[src/rtl/stpk_pkg.sv]
package stpk_pkg;
    localparam int BYTE_W    = 8;
    localparam int HDR_PAY_W = 2;
    localparam int SEQ_W     = BYTE_W - HDR_PAY_W;

    typedef enum logic [1:0] {
        MODE_OFF  = 2'd0,
        MODE_ONCE = 2'd1,
        MODE_RSVD = 2'd2,
        MODE_AUTO = 2'd3
    } trig_mode_e;
endpackage

[src/rtl/stpk_cfg.sv]
module stpk_cfg
    import stpk_pkg::*;
#(
    parameter int                ADDR_W    = 5,
    parameter logic [ADDR_W-1:0] CTRL_ADDR = 'h1C
) (
    input  logic              clk,
    input  logic              rst,
    input  logic              we,
    input  logic [ADDR_W-1:0] addr,
    input  logic [BYTE_W-1:0] wdata,
    output logic              hit,
    output trig_mode_e        new_mode,
    output trig_mode_e        mode_q,
    output logic [SEQ_W-1:0]  seq_q
);
    typedef struct packed {
        trig_mode_e       mode;
        logic [SEQ_W-1:0] seq;
    } cfg_t;

    cfg_t cfg_d, cfg_q;

    always_comb begin
        cfg_d    = cfg_q;
        hit      = we && (addr == CTRL_ADDR);
        new_mode = trig_mode_e'(wdata[BYTE_W-1 -: 2]);
        if (hit) begin
            cfg_d.mode = new_mode;
            cfg_d.seq  = wdata[SEQ_W-1:0];
        end
    end

    always_ff @(posedge clk) begin
        if (rst) cfg_q <= '{mode: MODE_OFF, seq: '0};
        else     cfg_q <= cfg_d;
    end

    assign mode_q = cfg_q.mode;
    assign seq_q  = cfg_q.seq;
endmodule

[src/rtl/stpk_trigger.sv]
module stpk_trigger
    import stpk_pkg::*;
#(
    parameter int PAYLOAD_W = 26
) (
    input  logic                 clk,
    input  logic                 rst,
    input  logic [PAYLOAD_W-1:0] status,
    input  logic                 take,
    input  logic                 hit,
    input  trig_mode_e           new_mode,
    input  trig_mode_e           mode_q,
    output logic                 pend
);
    typedef struct packed {
        logic                 pend;
        logic [PAYLOAD_W-1:0] last;
    } trg_t;

    trg_t trg_d, trg_q;

    always_comb begin
        trg_d = trg_q;
        if (take) begin
            trg_d.pend = 1'b0;
            trg_d.last = status;
        end else if (mode_q == MODE_AUTO && status != trg_q.last) begin
            trg_d.pend = 1'b1;
        end
        if (hit) begin
            trg_d.pend = (new_mode == MODE_ONCE) || (new_mode == MODE_AUTO);
        end
    end

    always_ff @(posedge clk) begin
        if (rst) trg_q <= '0;
        else     trg_q <= trg_d;
    end

    assign pend = trg_q.pend;
endmodule

[src/rtl/stpk_serializer.sv]
module stpk_serializer
    import stpk_pkg::*;
#(
    parameter int PAYLOAD_W = 26
) (
    input  logic                 clk,
    input  logic                 rst,
    input  logic                 take,
    input  logic                 req,
    input  logic [SEQ_W-1:0]     seq,
    input  logic [PAYLOAD_W-1:0] status,
    output logic                 busy,
    output logic [BYTE_W-1:0]    data
);
    localparam int TAIL_W = PAYLOAD_W - HDR_PAY_W;
    localparam int TAIL_N = (TAIL_W + BYTE_W - 1) / BYTE_W;
    localparam int CNT_W  = $clog2(TAIL_N + 1);
    localparam int SH_W   = TAIL_N * BYTE_W;

    typedef struct packed {
        logic [CNT_W-1:0] cnt;
        logic [SH_W-1:0]  sh;
    } ser_t;

    ser_t ser_d, ser_q;

    always_comb begin
        ser_d = ser_q;
        if (take) begin
            ser_d.cnt = CNT_W'(TAIL_N);
            ser_d.sh  = SH_W'(status[PAYLOAD_W-1:HDR_PAY_W]);
        end else if (ser_q.cnt != '0) begin
            ser_d.cnt = ser_q.cnt - CNT_W'(1);
            ser_d.sh  = ser_q.sh >> BYTE_W;
        end
    end

    always_ff @(posedge clk) begin
        if (rst) ser_q <= '0;
        else     ser_q <= ser_d;
    end

    assign busy = (ser_q.cnt != '0);

    always_comb begin
        if (busy)     data = ser_q.sh[BYTE_W-1:0];
        else if (req) data = {seq, status[HDR_PAY_W-1:0]};
        else          data = '0;
    end
endmodule

[src/rtl/stpk_top.sv]
module stpk_top
    import stpk_pkg::*;
#(
    parameter int                ADDR_W    = 5,
    parameter logic [ADDR_W-1:0] CTRL_ADDR = 'h1C,
    parameter int                PAYLOAD_W = 26
) (
    input  logic                 clk,
    input  logic                 rst,
    input  logic                 cfg_we,
    input  logic [ADDR_W-1:0]    cfg_addr,
    input  logic [7:0]           cfg_wdata,
    input  logic [PAYLOAD_W-1:0] status_in,
    output logic                 pkt_req,
    input  logic                 pkt_ack,
    output logic [7:0]           pkt_data
);
    logic             cfg_hit;
    trig_mode_e       wr_mode;
    trig_mode_e       cur_mode;
    logic [SEQ_W-1:0] cur_seq;
    logic             pend;
    logic             ser_busy;
    logic             take;

    assign pkt_req = pend && !ser_busy;
    assign take    = pkt_req && pkt_ack;

    stpk_cfg #(.ADDR_W(ADDR_W), .CTRL_ADDR(CTRL_ADDR)) u_cfg (
        .clk      (clk),
        .rst      (rst),
        .we       (cfg_we),
        .addr     (cfg_addr),
        .wdata    (cfg_wdata),
        .hit      (cfg_hit),
        .new_mode (wr_mode),
        .mode_q   (cur_mode),
        .seq_q    (cur_seq)
    );

    stpk_trigger #(.PAYLOAD_W(PAYLOAD_W)) u_trg (
        .clk      (clk),
        .rst      (rst),
        .status   (status_in),
        .take     (take),
        .hit      (cfg_hit),
        .new_mode (wr_mode),
        .mode_q   (cur_mode),
        .pend     (pend)
    );

    stpk_serializer #(.PAYLOAD_W(PAYLOAD_W)) u_ser (
        .clk    (clk),
        .rst    (rst),
        .take   (take),
        .req    (pkt_req),
        .seq    (cur_seq),
        .status (status_in),
        .busy   (ser_busy),
        .data   (pkt_data)
    );
endmodule

[config.mk]
export PLATFORM = sky130hd
export DESIGN_NAME = stpk_top
export DESIGN_NICKNAME = d
export VERILOG_FILES = /design/src/rtl/stpk_pkg.sv /design/src/rtl/stpk_cfg.sv /design/src/rtl/stpk_trigger.sv /design/src/rtl/stpk_serializer.sv /design/src/rtl/stpk_top.sv
export SDC_FILE = /design/constraint.sdc
export NUM_CORES = 1
export LEC_CHECK = 0
export ABC_AREA = 1
export BUFFER_PORTS_ARGS = -buffer_cell sky130_fd_sc_hd__buf_2
export CORE_MARGIN = 2
export CORE_UTILIZATION = 61
export CTS_CLUSTER_SIZE = 40
export DETAILED_ROUTE_END_ITERATION = 10
export GPL_TIMING_DRIVEN = 0
export HOLD_SLACK_MARGIN = 0.15
export PLACE_DENSITY = 0.9
export SYNTH_ARGS = -nofsm -noshare
export SYNTH_HDL_FRONTEND = slang
export SYNTH_HIERARCHICAL = 1
export SYNTH_SLANG_ARGS = --single-unit
[constraint.sdc]
create_clock -name clk -period 2.44 [get_ports clk]
set_input_delay 0.488 -clock clk [delete_from_list [all_inputs] [get_ports clk]]
set_output_delay 0.488 -clock clk [all_outputs]
set_load 0.05 [all_outputs]
==> flow_summary.json <==
{
  "outcome": "finished clean",
  "cts_max_level": 3,
  "fin_crit_sh": 0.945,
  "grt_max_degree": 11,
  "post_cts_buffers": 0,
  "coreArea_um2": 5070,
  "clk_latency_ns": 0.34,
  "syn_avg_cell_area_um2": 6.52,
  "vias": 3205,
  "cts_sinks": 61,
  "wl_per_cell_um": 12.9,
  "required_ns": 1.95,
  "antenna_found_initial": 0,
  "grt_pass1_wl_um": 13400,
  "fin_nets": 591,
  "diodes": 0,
  "fin_skew_ns": 0.00651,
  "comb_power_share": 0.251,
  "p_int_uw": 1620,
  "die_w_um": 76.2,
  "crit_path_end_kind": "primary output",
  "power_density_nw_per_um2": 649,
  "place.detailed.hpwl_um": 5940,
  "syn-instance-count": 487,
  "slew_violations": 0,
  "rows": 26,
  "routed_wl_um": 7990,
  "drtIter0Drc": 285,
  "overflow": 0,
  "clk_pin_slew_worst_paths_ns": 0.06,
  "path_class": "flip-flop to primary output",
  "cp_max_fo": 16,
  "fmax_ghz": 0.434,
  "p_seq_frac": 0.434,
  "hold_viol": 0,
  "min_path_type": "primary input to flip-flop",
  "portBuffers": 51,
  "die_h_um": 76.2,
  "fin_tns_setup_ns": 0,
  "vdd_drop_max_mv": 0.468,
  "relSlewSlack": 0.654,
  "tightest_slew_ns": 0.519,
  "syn-num-nets": 531,
  "grtUsageTotal": 0.287,
  "drive_gt1_frac": 0.191,
  "first_pass_iters": 7,
  "nFillCells": 440,
  "fin_cells": 621,
  "holdBufCountCts": 0,
  "area_growth_pct": 16.7,
  "period_needed_ns": 2.31,
  "power.share.clock": 0.315,
  "setup_viol": 0,
  "ys_warn_count": 6,
  "dieArea_um2": 5800,
  "clk_path_buf_depth": 2,
  "p_sw_uw": 784,
  "rsz0062_at_grt": "false",
  "drc": 0,
  "cts_tree": "done",
  "dp_cells": 608,
  "clockRootBuffer": "clkbuf_8",
  "gp_congestion": 0.928,
  "leakagePower_uw": 0.00191,
  "ant_nets": 0,
  "vias_per_cell": 5.16,
  "grt_pass1_vias": 3062,
  "p_sw_frac": 0.326,
  "drv_cap": 0,
  "crit_path_start_kind": "flip-flop",
  "cp.arrival_ns": 1.82,
  "synth_area_um2": 3180,
  "start_util": 0.626,
  "cts_inserted_buffers": 9,
  "ios": 52
}
## timing repair
item	in CTS	in global routing
endpoints found under the hold margin	0	0
endpoints found under the setup margin	8	8
gates resized for setup	1	13
## power by group through the flow
stage | clock, uW | combinational, uW | sequential, uW
global route | 807 | 670 | 1050
floorplan | 0 | 465 | 1060
detailed placement | 0 | 620 | 1070
finish | 757 | 605 | 1040
CTS | 767 | 624 | 1040
global placement | 0 | 605 | 1060
## per-stage QoR
stage	instance area (um2)	power, uW	utilization	hold WS (ns)	setup slack, ns
global placement	3540	1670	0.697	0.452	0.168
detailed placement	3540	1680	0.697	0.456	0.108
global route	3710	2520	0.730	0.420	0.0165
CTS	3690	2430	0.728	0.396	0.0303
floorplan	3200	1530	-	0.441	0.0955
finish	3710	2410	0.730	0.412	0.135
## per-layer routing
layer | wire [um] | up-vias | share of wire | global-route usage
met5 | 0 | - | 0 | 0
met4 | 221 | 0 | 0.028 | 0.127
met3 | 500 | 25 | 0.063 | 0.0415
met2 | 3960 | 116 | 0.50 | 0.500
met1 | 3310 | 1440 | 0.41 | 0.355
li1 | - | 1624 | - | -
## flip-flops by register name, summed over array words and instances (netlist names)
signal,flops
u_trg/pend,1
u_cfg/mode_q,2
u_ser/ser_q,26
u_trg/trg_q,26
u_cfg/seq_q,6
## layout by cell type, fill, tap and decap left out, drive strengths merged
cell type	n
a21oi	36
buf	64
clkbuf	23
clkinv	3
dfxtp	61
ha	1
inv	69
nand2	139
nand3	62
nor2	56
nor4	1
o21ai	26
or2	1
xor2	9
## worst max-delay path: stages, from the launching register on
cell and delay, ns:
dfxtp_1 0.33, inv_1 0.06, ha_1 0.20, buf_6 0.14
inv_4 0.15, inv_1 0.07, nand2_2 0.10, inv_4 0.07
nand3_1 0.10, nand2_2 0.06, clkbuf_4 0.21
## final timing paths
path | start | end | slack, ns | cells past startpoint
max reg2reg | u_ser/ser_q[24]$_SDFFE_PP0P_ | u_trg/trg_q[23]$_SDFFE_PP0P_ | 0.48 | 10
min | rst | u_ser/ser_q[12]$_SDFFE_PP0P_ | 0.41 | 2
min reg2reg | u_ser/ser_q[23]$_SDFFE_PP0P_ | u_ser/ser_q[23]$_SDFFE_PP0P_ | 0.47 | 2
max | u_ser/ser_q[24]$_SDFFE_PP0P_ | pkt_data[3] | 0.13 | 10
## area by class of cell
class | instances | area (um2) | area share
timing repair buffer | 51 | 275 | 0.0743
buffer | 23 | 173 | 0.0466
sequential | 61 | 1220 | 0.330
clock buffer | 13 | 149 | 0.0402
tap | 70 | 87.6 | 0.0236
clock inverter | 2 | 10.0 | 0.00270
inverter | 70 | 274 | 0.0739
multi-input combinational | 331 | 1520 | 0.409
Note: power is estimated with default switching activity, not from simulation.
